**src/rtl/sio_pkg.sv**
```systemverilog
package sio_pkg;
  localparam int ADDR_W  = 6;
  localparam int DATA_W  = 8;
  localparam int SP_W    = 16;
  localparam int EXT_W   = 24;
  localparam int N_PAGE  = 4;
  localparam int N_XREG  = N_PAGE + 1;
  localparam int N_SPEC  = 8;

  localparam logic [ADDR_W-1:0] WIN_BASE = 6'h38;
  localparam logic [2:0] SLOT_JMP  = 3'd4;
  localparam logic [2:0] SLOT_SPLO = 3'd5;
  localparam logic [2:0] SLOT_SPHI = 3'd6;
  localparam logic [2:0] SLOT_SREG = 3'd7;

  typedef logic [DATA_W-1:0] byte_t;
endpackage

```
**src/rtl/sio_decode.sv**
```systemverilog
module sio_decode
  import sio_pkg::*;
(
  input  logic [ADDR_W-1:0] addr,
  input  logic              rd,
  input  logic              wr,
  output logic              in_window,
  output logic [N_SPEC-1:0] wr_sel,
  output logic              ext_rd,
  output logic              ext_wr
);
  localparam int SLOT_BITS = $clog2(N_SPEC);

  assign in_window = (addr[ADDR_W-1:SLOT_BITS] == WIN_BASE[ADDR_W-1:SLOT_BITS]);

  always_comb begin
    wr_sel = '0;
    if (in_window && wr)
      wr_sel[addr[SLOT_BITS-1:0]] = 1'b1;
  end

  assign ext_rd = rd && !in_window;
  assign ext_wr = wr && !in_window;
endmodule

```
**src/rtl/sio_page_reg.sv**
```systemverilog
module sio_page_reg
  import sio_pkg::*;
#(
  parameter bit ENABLE = 1'b1
) (
  input  logic             clk,
  input  logic             rst_n,
  input  logic             we,
  input  byte_t            wdata,
  output logic [EXT_W-1:0] value_o,
  output byte_t            byte_o
);
  localparam int LOW_W = EXT_W - DATA_W;

  generate
    if (ENABLE) begin : g_present
      byte_t hi_q;
      always_ff @(posedge clk or negedge rst_n) begin
        if (!rst_n)  hi_q <= '0;
        else if (we) hi_q <= wdata;
      end
      assign byte_o = hi_q;
    end else begin : g_absent
      logic unused_inputs;
      assign unused_inputs = ^{clk, rst_n, we, wdata};
      assign byte_o = '0;
    end
  endgenerate

  assign value_o = {byte_o, {LOW_W{1'b0}}};
endmodule

```
**src/rtl/sio_stack_ptr.sv**
```systemverilog
module sio_stack_ptr
  import sio_pkg::*;
#(
  parameter bit WIDE = 1'b1
) (
  input  logic            clk,
  input  logic            rst_n,
  input  logic            wr_lo,
  input  logic            wr_hi,
  input  byte_t           wdata,
  input  logic            dec,
  input  logic            load,
  input  logic [SP_W-1:0] load_val,
  output logic [SP_W-1:0] sp_o
);
  localparam logic [SP_W-1:0] SP_MASK = WIDE ? {SP_W{1'b1}} : {{(SP_W-DATA_W){1'b0}}, {DATA_W{1'b1}}};

  logic [SP_W-1:0] sp_q, sp_d;

  always_comb begin
    sp_d = sp_q;
    if (wr_lo)
      sp_d = {sp_q[SP_W-1:DATA_W], wdata};
    else if (wr_hi) begin
      if (WIDE) sp_d = {wdata, sp_q[DATA_W-1:0]};
    end else if (load)
      sp_d = load_val & SP_MASK;
    else if (dec)
      sp_d = (sp_q - 1'b1) & SP_MASK;
  end

  always_ff @(posedge clk or negedge rst_n) begin
    if (!rst_n) sp_q <= '0;
    else        sp_q <= sp_d;
  end

  assign sp_o = sp_q;
endmodule

```
**src/rtl/sio_bank.sv**
```systemverilog
module sio_bank
  import sio_pkg::*;
#(
  parameter logic [3:0] PAGE_EN = 4'b1101,
  parameter bit         SP_WIDE = 1'b1
) (
  input  logic        clk,
  input  logic        rst_n,
  input  logic [5:0]  io_addr,
  input  logic        io_rd,
  input  logic        io_wr,
  input  logic [7:0]  io_wdata,
  output logic [7:0]  io_rdata,
  output logic [5:0]  ext_addr,
  output logic        ext_rd,
  output logic        ext_wr,
  output logic [7:0]  ext_wdata,
  input  logic [7:0]  ext_rdata,
  input  logic        sp_dec,
  input  logic        sp_load,
  input  logic [15:0] sp_load_val,
  output logic [15:0] sp_o,
  output logic [7:0]  sreg_o,
  output logic [23:0] page_d_o,
  output logic [23:0] page_x_o,
  output logic [23:0] page_y_o,
  output logic [23:0] page_z_o,
  output logic [23:0] jmp_ext_o
);
  localparam logic [N_XREG-1:0] XREG_EN = {1'b1, PAGE_EN};

  logic              in_window;
  logic [N_SPEC-1:0] wr_sel;
  logic [EXT_W-1:0]  xreg_val  [N_XREG];
  byte_t             spec_byte [N_SPEC];
  byte_t             sreg_q;

  sio_decode u_decode (
    .addr      (io_addr),
    .rd        (io_rd),
    .wr        (io_wr),
    .in_window (in_window),
    .wr_sel    (wr_sel),
    .ext_rd    (ext_rd),
    .ext_wr    (ext_wr)
  );

  generate
    for (genvar gi = 0; gi < N_XREG; gi++) begin : g_xreg
      sio_page_reg #(.ENABLE(XREG_EN[gi])) u_reg (
        .clk     (clk),
        .rst_n   (rst_n),
        .we      (wr_sel[gi]),
        .wdata   (io_wdata),
        .value_o (xreg_val[gi]),
        .byte_o  (spec_byte[gi])
      );
    end
  endgenerate

  sio_stack_ptr #(.WIDE(SP_WIDE)) u_sp (
    .clk      (clk),
    .rst_n    (rst_n),
    .wr_lo    (wr_sel[SLOT_SPLO]),
    .wr_hi    (wr_sel[SLOT_SPHI]),
    .wdata    (io_wdata),
    .dec      (sp_dec),
    .load     (sp_load),
    .load_val (sp_load_val),
    .sp_o     (sp_o)
  );

  always_ff @(posedge clk or negedge rst_n) begin
    if (!rst_n)                 sreg_q <= '0;
    else if (wr_sel[SLOT_SREG]) sreg_q <= io_wdata;
  end

  assign spec_byte[SLOT_SPLO] = sp_o[DATA_W-1:0];
  assign spec_byte[SLOT_SPHI] = sp_o[SP_W-1:DATA_W];
  assign spec_byte[SLOT_SREG] = sreg_q;

  always_comb begin
    io_rdata = '0;
    if (io_rd)
      io_rdata = in_window ? spec_byte[io_addr[2:0]] : ext_rdata;
  end

  assign ext_addr  = io_addr;
  assign ext_wdata = io_wdata;
  assign sreg_o    = sreg_q;
  assign page_d_o  = xreg_val[0];
  assign page_x_o  = xreg_val[1];
  assign page_y_o  = xreg_val[2];
  assign page_z_o  = xreg_val[3];
  assign jmp_ext_o = xreg_val[SLOT_JMP];
endmodule

```
**config.mk**
```make
export PLATFORM = sky130hd
export DESIGN_NAME = sio_bank
export DESIGN_NICKNAME = d
export VERILOG_FILES = /design/src/rtl/sio_pkg.sv /design/src/rtl/sio_decode.sv /design/src/rtl/sio_page_reg.sv /design/src/rtl/sio_stack_ptr.sv /design/src/rtl/sio_bank.sv
export SDC_FILE = /design/constraint.sdc
export NUM_CORES = 1
export LEC_CHECK = 0
export ABC_AREA = 0
export BUFFER_PORTS_ARGS = -buffer_cell sky130_fd_sc_hd__buf_2
export CAP_MARGIN = 5
export CORE_ASPECT_RATIO = 1.2
export CORE_UTILIZATION = 53
export DETAILED_ROUTE_END_ITERATION = 6
export GPL_TIMING_DRIVEN = 0
export PLACE_DENSITY = 0.88
export SLEW_MARGIN = 20
export SYNTH_ARGS = -nofsm -noshare
export SYNTH_HDL_FRONTEND = slang
export SYNTH_HIERARCHICAL = 1
export SYNTH_SLANG_ARGS = --single-unit
```
**constraint.sdc**
```tcl
create_clock -name clk -period 4.73 [get_ports clk]
set_input_delay 0.946 -clock clk [delete_from_list [all_inputs] [get_ports clk]]
set_output_delay 0.946 -clock clk [all_outputs]
set_load 0.03 [all_outputs]
```
# Word level (Yosys, flattened, before mapping)
# Index checks and enable logic that the tools add are counted.
[word_totals]
reg_bits = 56
latchBits = 0
ram_bits = 0
mem_bits_ro = 0
input_bits = 44
mem_count = 0
[op_classes]
add_sub_neg = 1
multipliers = 0
div = 0
n_lt_le_gt_ge = 3
n_eq_ne = 2
n_shift = 0
mux = 12
bitwise = 2
reduce_logical = 9
[ops]
columns = ["operator", "n"]
rows = [
  ["16-bit 2-to-1 mux", 3],
  ["8-bit 2-to-1 mux", 6],
  ["8-bit binary-select mux with 3-bit select", 1],
  ["16-bit by 1-bit subtractor with 16-bit output (second input constant)", 1],
  ["3-bit nonzero test", 2],
  ["4-bit greater-or-equal comparator (second input constant)", 1],
  ["1-bit logical AND", 4],
  ["3-bit by 4-bit < comparator with 1-bit output (second input constant)", 1],
  ["3-bit inverter with 4-bit output", 1],
  ["2-bit AND reduction", 2],
  ["1-bit demux with 3-bit select", 1],
  ["3-bit == test (second input constant)", 1],
  ["3-bit by 1-bit greater-or-equal comparator with 1-bit output (second input constant)", 1],
  ["2-bit inequality test (second input constant)", 1],
  ["1-bit zero test", 1],
  ["1-bit 2-to-1 mux", 1],
  ["1-bit inverter", 1],
]

# Longest topological paths before layout
# Gate-level depths: netlist (run 1).
[depth]
ltp_word = 7
mapped_depth = 7
ltp_nobuf = 6

# Modules after synthesis
# Netlist (run 1), hierarchy kept.
[by_module_without_submodules]
columns = ["mod", "n_inst", "cells_per_inst", "area_per_inst_um2", "seq_area_each_um2"]
rows = [
  ["sio_page_reg at g_xreg[0].u_reg ...", 4, 42, 515.5, 200.2],
  ["sio_stack_ptr", 1, 167, 1318.8, 400.4],
  ["sio_bank", 1, 113, 1088.5, 200.2],
  ["sio_page_reg at g_xreg[1].u_reg", 1, 33, 244.0, 0.0],
  ["sio_decode", 1, 16, 122.6, 0.0],
]

# Worst setup path before layout (run 1)
# No wires, ideal clock.
[synth_path]
path_kind = "input port to output port"
start = "in io_addr[0]"
end = "out io_rdata[6]"
arrival_time_ns = 2.165
required_time_ns = 3.784
setup_slack_ns = 1.619
stages = 5
cell_sequence = "buf_6 > buf_12 > mux2i_1 > a221o_1 > a21oi_1"
[synth_between]
elab_chain_len = 6
[synth_rtl]
columns = ["element", "line", "source"]
rows = [
  ["start, declared", "sio_bank.sv:9", "input logic [5:0] io_addr,"],
  ["3-bit inverter with 4-bit output (not written as such)", "sio_bank.sv:85", "io_rdata = in_window ? spec_byte[io_addr[2:0]] : ext_rdata;"],
  ["8-bit binary-select mux with 3-bit select", "sio_bank.sv:85", ""],
  ["8-bit 2-to-1 mux (not written as such) (2 in series)", "sio_bank.sv:85", ""],
  ["8-bit 2-to-1 mux", "sio_bank.sv:85", ""],
  ["8-bit 2-to-1 mux", "sio_bank.sv:84", "if (io_rd)"],
  ["end, declared", "sio_bank.sv:13", "output logic [7:0] io_rdata,"],
]
# No other way between the ends. The select of a mux whose other input is x is not followed.

# Worst setup path in the final report (run 1)
[layout_path]
start = "in io_addr[0]"
end = "out io_rdata[2]"
# Same word-level chain as after synthesis.

==> results of run 1 <==
[final cells by class]
| cell class | count | area [µm²] | share of cell area [%] |
|---|---|---|---|
| Timing Repair Buffer | 123 | 618 | 10.3 |
| Multi-Input combinational cell | 350 | 2440 | 40.5 |
| Inverter | 10 | 37.5 | 0.624 |
| Clock buffer | 5 | 68.8 | 1.14 |
| Clock inverter | 3 | 18.8 | 0.312 |
| Buffer | 171 | 1290 | 21.4 |
| Tap cell | 117 | 146 | 2.43 |
| Sequential cell | 56 | 1400 | 23.3 |
[cells in the final DEF, fill, tap and decap left out, types with 16 or more instances in the layout]
master / instances
dfrtp_1: 56
mux2_4: 32
o21ai_0: 24
conb_1: 96
buf_4: 151
mux2i_1: 16
nor2_1: 17
a21oi_1: 22
buf_2: 122
mux2_2: 25
[layer usage]
layer	vias to the layer above	share of wire, %	global-route usage [%]
met4	0	3.2	12.5
met2	238	50	46.8
met5	-	0	0
met1	1934	39	31.8
li1	1971	-	-
met3	32	7.7	3.80
[per-stage QoR]
stage	cell area, µm²	total power [µW]
3_3_place_gp	5920	1390
3_5_place_dp	5930	1410
5_1_grt	6010	1760
2_1_floorplan	5160	1220
4_1_cts	6010	1670
6_report	6010	1680
[flip-flops by register name, summed over array words and instances, names as in the netlist]
name and count:
g_xreg.u_reg/byte_o 32, u_sp/sp_o 16, sreg_o 8
[final timing paths]
kind,endpoint,start,cells past startpoint
min in group asynchronous,g_xreg[2].u_reg/byte_o[5],rst_n,1
max in group asynchronous,g_xreg[3].u_reg/byte_o[5],rst_n,1
setup reg to reg,u_sp/sp_o[14],u_sp/sp_o[0],7
hold / removal,g_xreg[3].u_reg/byte_o[4],g_xreg[3].u_reg/byte_o[4],1
setup / recovery,io_rdata[2],io_addr[0],8
hold reg to reg,g_xreg[3].u_reg/byte_o[4],g_xreg[3].u_reg/byte_o[4],1
[power groups by stage]
stage | registers [µW] | logic (µW) | clock network, µW
6_report | 631 | 781 | 265
4_1_cts | 629 | 776 | 268
5_1_grt | 640 | 830 | 286
3_5_place_dp | 638 | 775 | 0
3_3_place_gp | 634 | 758 | 0
2_1_floorplan | 650 | 566 | 0
[critical path, stage by stage]
cell and delay (ns):
buf_2 0.24, buf_6 0.21, buf_8 0.17, mux2i_1 0.11
a22oi_1 0.20, o221ai_1 0.17, a21oi_1 0.17, buf_2 0.21
==> impl_metrics.py, run 1 <==
metrics = {
    "run_status": {
        "outcome": "completed",
    },
    "yosys": {
        "synth_area_per_cell_um2": 9.72,
        "syn_area_um2": 4820,
        "synth_cells": 496,
        "ys_warn_count": 6,
    },
    "clocking": {
        "post_cts_buffers": 0,
        "tritoncts": "done",
        "ctsHtreeMaxLevel": 2,
        "clock_sinks": 56,
        "cts_hold_buf": 0,
        "cts_inserted_buffers": 5,
        "cts_resized": 0,
        "cts.path.max_buffers": 2,
        "root_buffer": "clkbuf_8",
        "cts.clk_slew.worst_paths_ns": 0.10,
        "clk_latency_ns": 0.31,
    },
    "pwr": {
        "share_seq_of_total_power_pct": 37.6,
        "p_leak_uw": 0.00325,
        "combPwrFrac_pct": 46.6,
        "p_int_uw": 975,
        "power_switching_uw": 702,
        "clockPowerShare_pct": 15.8,
        "swShare_pct": 41.9,
        "power.density_nw_per_um2": 279,
        "ir_drop_mv": 0.149,
    },
    "layout": {
        "post-route-util_pct": 69.1,
        "syn_to_final_growth_pct": 24.8,
        "fin_nets": 762,
        "fin_cells": 835,
        "fill_cells": 684,
        "antenna_cells": 0,
        "drive_gt1_share_pct": 49.6,
    },
    "sta": {
        "fmax_mhz": 295,
        "finalSetupViolCount": 0,
        "setup_ws_ns": 1.33,
        "slew_headroom_pct": 48.4,
        "finalClockSkew_ns": 0.00645,
        "timing.hold.ws_ns": 0.552,
        "hold_viol": 0,
        "rsz0062_at_grt": "no",
        "finalMaxSlewViolations": 0,
        "max_slew.worst_pin.slew_ns": 0.772,
        "tns_ns": 0,
        "fin_crit_sh_pct": 71.8,
        "finalCriticalPeriod_ns": 3.40,
    },
    "placed_design": {
        "hpwl_um": 9860,
        "portBuffers": 123,
        "gp_congestion": 0.940,
        "placed_cells_incl_taps": 827,
        "dp_slack_ns": 1.36,
    },
    "grt": {
        "grtUsageTotal_pct": 26.8,
        "grt_overflow_total": 0,
        "antenna_found_initial": 0,
        "grt_max_degree": 57,
        "grt_pass1_vias": 4006,
        "grt_pass1_wl_um": 19400,
    },
    "routing": {
        "vias": 4175,
        "wire_per_inst_um": 15.4,
        "final_antenna_net_count": 0,
        "drc_errors": 0,
        "drt_iter0_markers": 214,
        "dr.pass1.iters": 5,
        "route.detailed.vias_per_inst": 5.00,
        "wl_um": 12800,
    },
    "setup_path": {
        "crit_path_end_kind": "output port",
        "reg2reg_slack_ns": 2.31,
        "cp_max_fo": 13,
        "criticalPathCategory": "in -> out",
        "worstSetupStartpointType": "primary input",
        "cp.required_ns": 3.78,
        "crit_arrival_ns": 2.45,
    },
    "floorplan": {
        "die_y_um": 106,
        "num_rows": 37,
        "die_w_um": 89.1,
        "pin_count": 212,
        "start_util_pct": 55.4,
        "core_um2": 8700,
        "design.die.area_um2": 9480,
    },
    "hold_path": {
        "min_path_type": "reg -> reg",
    },
    "run": {
        "maxCapViolations": 0,
    },
}
(Power assumes the default switching activity.)
==> run 2: changes to the inputs <==
--- a/config.mk
+++ b/config.mk
@@ -5,14 +5,14 @@
 export SDC_FILE = /design/constraint.sdc
 export NUM_CORES = 1
 export LEC_CHECK = 0
-export ABC_AREA = 0
+export ABC_AREA = 1
 export BUFFER_PORTS_ARGS = -buffer_cell sky130_fd_sc_hd__buf_2
 export CAP_MARGIN = 5
 export CORE_ASPECT_RATIO = 1.2
-export CORE_UTILIZATION = 53
+export CORE_UTILIZATION = 49
 export DETAILED_ROUTE_END_ITERATION = 6
 export GPL_TIMING_DRIVEN = 0
-export PLACE_DENSITY = 0.88
+export PLACE_DENSITY = 0.82
 export SLEW_MARGIN = 20
 export SYNTH_ARGS = -nofsm -noshare
 export SYNTH_HDL_FRONTEND = slang
==> constraint.sdc (replaced) <==
create_clock -name clk -period 3.4 [get_ports clk]
set_input_delay 0.68 -clock clk [delete_from_list [all_inputs] [get_ports clk]]
set_output_delay 0.68 -clock clk [all_outputs]
set_load 0.03 [all_outputs]
==> impl_metrics.py, run 2 <==
metrics = {
    "run_status": {
        "outcome": "completed",
    },
    "yosys": {
        "synth_area_per_cell_um2": 6.67,
        "ys_warn_count": 6,
        "syn_area_um2": 5040,
        "synth_cells": 756,
    },
    "floorplan": {
        "core_um2": 10000,
        "start_util_pct": 50.4,
        "die_y_um": 113,
        "num_rows": 40,
        "die_w_um": 94.6,
        "pin_count": 212,
        "design.die.area_um2": 10700,
    },
    "setup_path": {
        "cp_max_fo": 10,
        "crit_arrival_ns": 1.90,
        "r2r-end": "u_sp/sp_o[12]",
        "r2r-start": "u_sp/sp_o[0]",
        "crit_path_end_kind": "output port",
        "reg2reg_slack_ns": 1.85,
        "rr_worst_depth": 8,
        "criticalPathCategory": "in -> out",
        "worstSetupStartpointType": "primary input",
        "cp.required_ns": 2.72,
    },
    "layout": {
        "drive_gt1_share_pct": 33.7,
        "fin_nets": 1021,
        "antenna_cells": 0,
        "syn_to_final_growth_pct": 25.0,
        "stdcell_area_um2": 6300,
        "layout_common_cells": "nand2_1, buf_4, buf_2, conb_1, inv_1",
        "largest_reg_flops": 32,
        "final_common_cell": "nand2_1",
    },
    "routing": {
        "drt_iter0_markers": 395,
        "dr.pass1.iters": 5,
        "vias": 4942,
        "wl_um": 13100,
        "wire_per_inst_um": 11.9,
        "drc_errors": 0,
        "route.detailed.vias_per_inst": 4.48,
        "final_antenna_net_count": 0,
    },
    "grt": {
        "grt_pass1_wl_um": 20500,
        "grt_pass1_vias": 4265,
        "grtUsageTotal_pct": 24.6,
        "use_met3_pct": 2.55,
        "grt.busiest_layer": "met2",
        "gr-usage-met1_pct": 31.5,
        "antenna_found_initial": 0,
        "grt_max_degree": 57,
        "grtUsageMet2_pct": 42.8,
        "grt_overflow_total": 0,
    },
    "hold_path": {
        "min_path_type": "in -> async",
    },
    "clocking": {
        "clock_sinks": 56,
        "tritoncts": "done",
        "cts.path.max_buffers": 2,
        "cts_hold_buf": 0,
        "cts.clk_slew.worst_paths_ns": 0.07,
        "cts_resized": 0,
        "ctsHtreeMaxLevel": 2,
        "clk_latency_ns": 0.29,
        "cts_inserted_buffers": 5,
        "root_buffer": "clkbuf_16",
        "post_cts_buffers": 0,
    },
    "sta": {
        "finalCriticalPeriod_ns": 2.58,
        "hold_viol": 0,
        "setup_ws_ns": 0.820,
        "fin_crit_sh_pct": 75.9,
        "finalMaxSlewViolations": 0,
        "slew_headroom_pct": 50.5,
        "rsz0062_at_grt": "no",
        "tns_ns": 0,
        "finalClockSkew_ns": 0.00586,
        "timing.hold.ws_ns": 0.456,
        "max_slew.worst_pin.slew_ns": 0.743,
        "fmax_mhz": 388,
        "finalSetupViolCount": 0,
    },
    "placed_design": {
        "hpwl_um": 10200,
        "dp_slack_ns": 0.788,
        "place_area_um2": 6150,
        "gp_congestion": 0.899,
        "portBuffers": 122,
    },
    "pwr": {
        "p_leak_uw": 0.00381,
        "power.density_nw_per_um2": 396,
        "ir_drop_mv": 0.238,
    },
    "run": {
        "maxCapViolations": 0,
    },
}
run 2: worst max path at each step:
stage               slack (ns)           to        from  cells after the start
floorplan                 1.12  io_rdata[5]  io_addr[5]                      5
global placement          0.81  io_rdata[5]  io_addr[5]                      7
detailed placement        0.79  io_rdata[5]  io_addr[5]                      7
CTS                       0.79  io_rdata[5]  io_addr[5]                      7
global route              0.64  io_rdata[5]  io_addr[5]                      7
finish                    0.82  io_rdata[5]  io_addr[5]                      7
run 2: through the flow:
stage / instances / power [µW] / util, %
after CTS: 1103 / 2500 / 63.0
final: 1103 / 2490 / 63.0
after global routing: 1103 / 2630 / 63.0
after global placement: 1095 / 1970 / 61.5
after detailed placement: 1095 / 1980 / 61.5
after floorplan: 847 / 1700 / -
run 2: critical path: stages:
cell and delay [ns]:
buf_2 0.12, nand3_1 0.16, inv_1 0.17, buf_2 0.28, o21ai_0 0.15, a21oi_2 0.12, buf_2 0.20
run 2: cell type report:
class | count | area, µm²
Buffer | 173 | 1320
Tap cell | 126 | 158
Sequential cell | 56 | 1400
Inverter | 94 | 353
Clock inverter | 3 | 23.8
Fill cell | 964 | 3710
Timing Repair Buffer | 122 | 613
Clock buffer | 5 | 125
Multi-Input combinational cell | 524 | 2310
run 2: layer usage:
metal	part of all wire, %	vias to the layer above
li1	-	2507
met1	39	2175
met2	50	239
met3	8.1	21
met4	2.4	0
met5	0	-
run 2: power by group:
part | total (µW) | switching, µW | internal, µW
logic | 1100 | 705 | 392
clock network | 522 | 247 | 275
registers | 874 | 112 | 762
==> run 3: changes to the inputs <==
--- a/config.mk
+++ b/config.mk
@@ -9,10 +9,10 @@
 export BUFFER_PORTS_ARGS = -buffer_cell sky130_fd_sc_hd__buf_2
 export CAP_MARGIN = 5
 export CORE_ASPECT_RATIO = 1.2
-export CORE_UTILIZATION = 49
+export CORE_UTILIZATION = 45
 export DETAILED_ROUTE_END_ITERATION = 6
 export GPL_TIMING_DRIVEN = 0
-export PLACE_DENSITY = 0.82
+export PLACE_DENSITY = 0.79
 export SLEW_MARGIN = 20
 export SYNTH_ARGS = -nofsm -noshare
 export SYNTH_HDL_FRONTEND = slang
==> constraint.sdc (replaced) <==
create_clock -name clk -period 2.1 [get_ports clk]
set_input_delay 0.42 -clock clk [delete_from_list [all_inputs] [get_ports clk]]
set_output_delay 0.42 -clock clk [all_outputs]
set_load 0.03 [all_outputs]
==> impl_metrics.py, run 3 (synthesis gave the netlist of run 2 again) <==
metrics = {
    "run_status": {
        "outcome": "completed",
    },
    "grt": {
        "grt_max_degree": 57,
        "grt_pass1_vias": 4396,
        "grt_pass1_wl_um": 21500,
        "grtUsageTotal_pct": 23.2,
        "antenna_found_initial": 0,
        "grt_overflow_total": 0,
    },
    "routing": {
        "wire_per_inst_um": 12.2,
        "route.detailed.vias_per_inst": 4.47,
        "drc_errors": 0,
        "wl_um": 13400,
        "drt_iter0_markers": 276,
        "final_antenna_net_count": 0,
        "dr.pass1.iters": 5,
        "vias": 4942,
    },
    "layout": {
        "antenna_cells": 0,
        "layout_common_cells": "nand2_1, buf_4, buf_2, conb_1, inv_1",
        "post-route-util_pct": 58.8,
        "syn_to_final_growth_pct": 25.1,
        "final_common_cell": "nand2_1",
        "fill_cells": 1087,
        "largest_reg_flops": 32,
        "fin_nets": 1021,
        "drive_gt1_share_pct": 33.8,
    },
    "floorplan": {
        "core_um2": 10700,
        "die_w_um": 98.6,
        "design.die.area_um2": 11600,
        "die_y_um": 118,
        "num_rows": 41,
        "start_util_pct": 47.0,
        "pin_count": 212,
    },
    "clocking": {
        "cts.clk_slew.worst_paths_ns": 0.08,
        "post_cts_buffers": 0,
        "clock_sinks": 56,
        "cts_inserted_buffers": 5,
        "cts_hold_buf": 0,
        "clk_latency_ns": 0.30,
        "cts.path.max_buffers": 2,
        "tritoncts": "done",
        "root_buffer": "clkbuf_16",
        "ctsHtreeMaxLevel": 2,
    },
    "placed_design": {
        "hpwl_um": 10400,
        "dp_slack_ns": 0.00453,
        "portBuffers": 122,
        "gp_congestion": 0.928,
    },
    "setup_path": {
        "crit_path_max_incr_delay_ns": 0.20,
        "cp_max_fo": 10,
        "crit_path_top_delay_cell": "buf_2",
        "worstSetupStartpointType": "primary input",
        "cp_common_cell": "buf_2",
        "crit_chain": "buf_2 > buf_6 > buf_2 > nand2_1 > nand3_1 > nand3_1 > nand2_1 > a21oi_2 > buf_2",
        "crit_path_end_kind": "output port",
        "criticalPathCategory": "in -> out",
        "cp.required_ns": 1.68,
        "reg2reg_slack_ns": 0.53,
        "crit_arrival_ns": 1.62,
    },
    "sta": {
        "fin_crit_sh_pct": 97.3,
        "timing.hold.ws_ns": 0.178,
        "tns_ns": 0,
        "hold_viol": 0,
        "fmax_mhz": 489,
        "slew_headroom_pct": 50.6,
        "setup_ws_ns": 0.0567,
        "finalSetupViolCount": 0,
        "rsz0062_at_grt": "no",
        "finalCriticalPeriod_ns": 2.04,
        "finalClockSkew_ns": 0.00527,
        "finalMaxSlewViolations": 0,
        "max_slew.worst_pin.slew_ns": 0.741,
    },
    "run": {
        "maxCapViolations": 0,
    },
    "pwr": {
        "p_leak_uw": 0.00382,
        "power.density_nw_per_um2": 639,
        "ir_drop_mv": 0.337,
    },
    "hold_path": {
        "min_path_type": "in -> async",
    },
}
## run 3: cell types whose count changed in the layout (fill, tap and decap cells not counted), sizes merged
cell      delta
buf          -2
clkbuf       +2
clkinv       +2
clkinvlp     -2
## run 3: path summary, 6_finish.rpt
path	startpoint	end	depth (start not counted)
setup / recovery	io_addr[0]	io_rdata[5]	9
hold / removal	rst_n	u_sp/sp_o[14]	1
setup reg to reg	u_sp/sp_o[0]	u_sp/sp_o[10]	8
hold reg to reg	g_xreg[2].u_reg/byte_o[1]	g_xreg[2].u_reg/byte_o[1]	2
max in group asynchronous	rst_n	g_xreg[0].u_reg/byte_o[7]	1
min in group clk	sp_load_val[8]	u_sp/sp_o[8]	5
## run 3: routing by layer
metal	wire length (µm)	vias up	GRT usage [%]	share of wire, %
met3	892	27	2.32	6.6
li1	-	2502	-	-
met5	0	-	0	0
met1	5540	2180	29.7	41
met2	6670	233	40.8	50
met4	335	0	7.56	2.5
## run 3: final cells by class
class                           count  area (µm²)  area share, %
Buffer                            173        1320           21.0
Clock buffer                        5         125           1.98
Clock inverter                      3        18.8          0.298
Inverter                           94         353           5.59
Multi-Input combinational cell    524        2310           36.6
Sequential cell                    56        1400           22.2
Tap cell                          129         161           2.56
Timing Repair Buffer              122         616           9.76
## run 3: through the flow
| stage | std cells | power (µW) | instance area, µm² |
|---|---|---|---|
| finish | 1106 | 4030 | 6310 |
| floorplan | 847 | 2760 | 5380 |
| detailed placement | 1098 | 3210 | 6160 |
| CTS | 1106 | 4040 | 6300 |
| global placement | 1098 | 3190 | 6150 |
| global route | 1106 | 4250 | 6310 |
## run 3: repair_timing
item,in CTS,in global routing
endpoints found under the hold margin,0,0
setup endpoints to repair,0,5
gates resized for setup,0,5
## run 3: report_power, final
group | leakage (µW) | internal [µW] | switching (µW) | total, µW
sequential | 0.000694 | 1230 | 187 | 1420
combinational | 0.00305 | 636 | 1140 | 1780
clock | 0.0000736 | 441 | 394 | 835
total | 0.00382 | 2310 | 1720 | 4030
## run 3: critical path: cells and delay by family
family,cells,cell delay [ns]
buf+inv,4,0.67
simple gates,4,0.42
compound gates,1,0.12
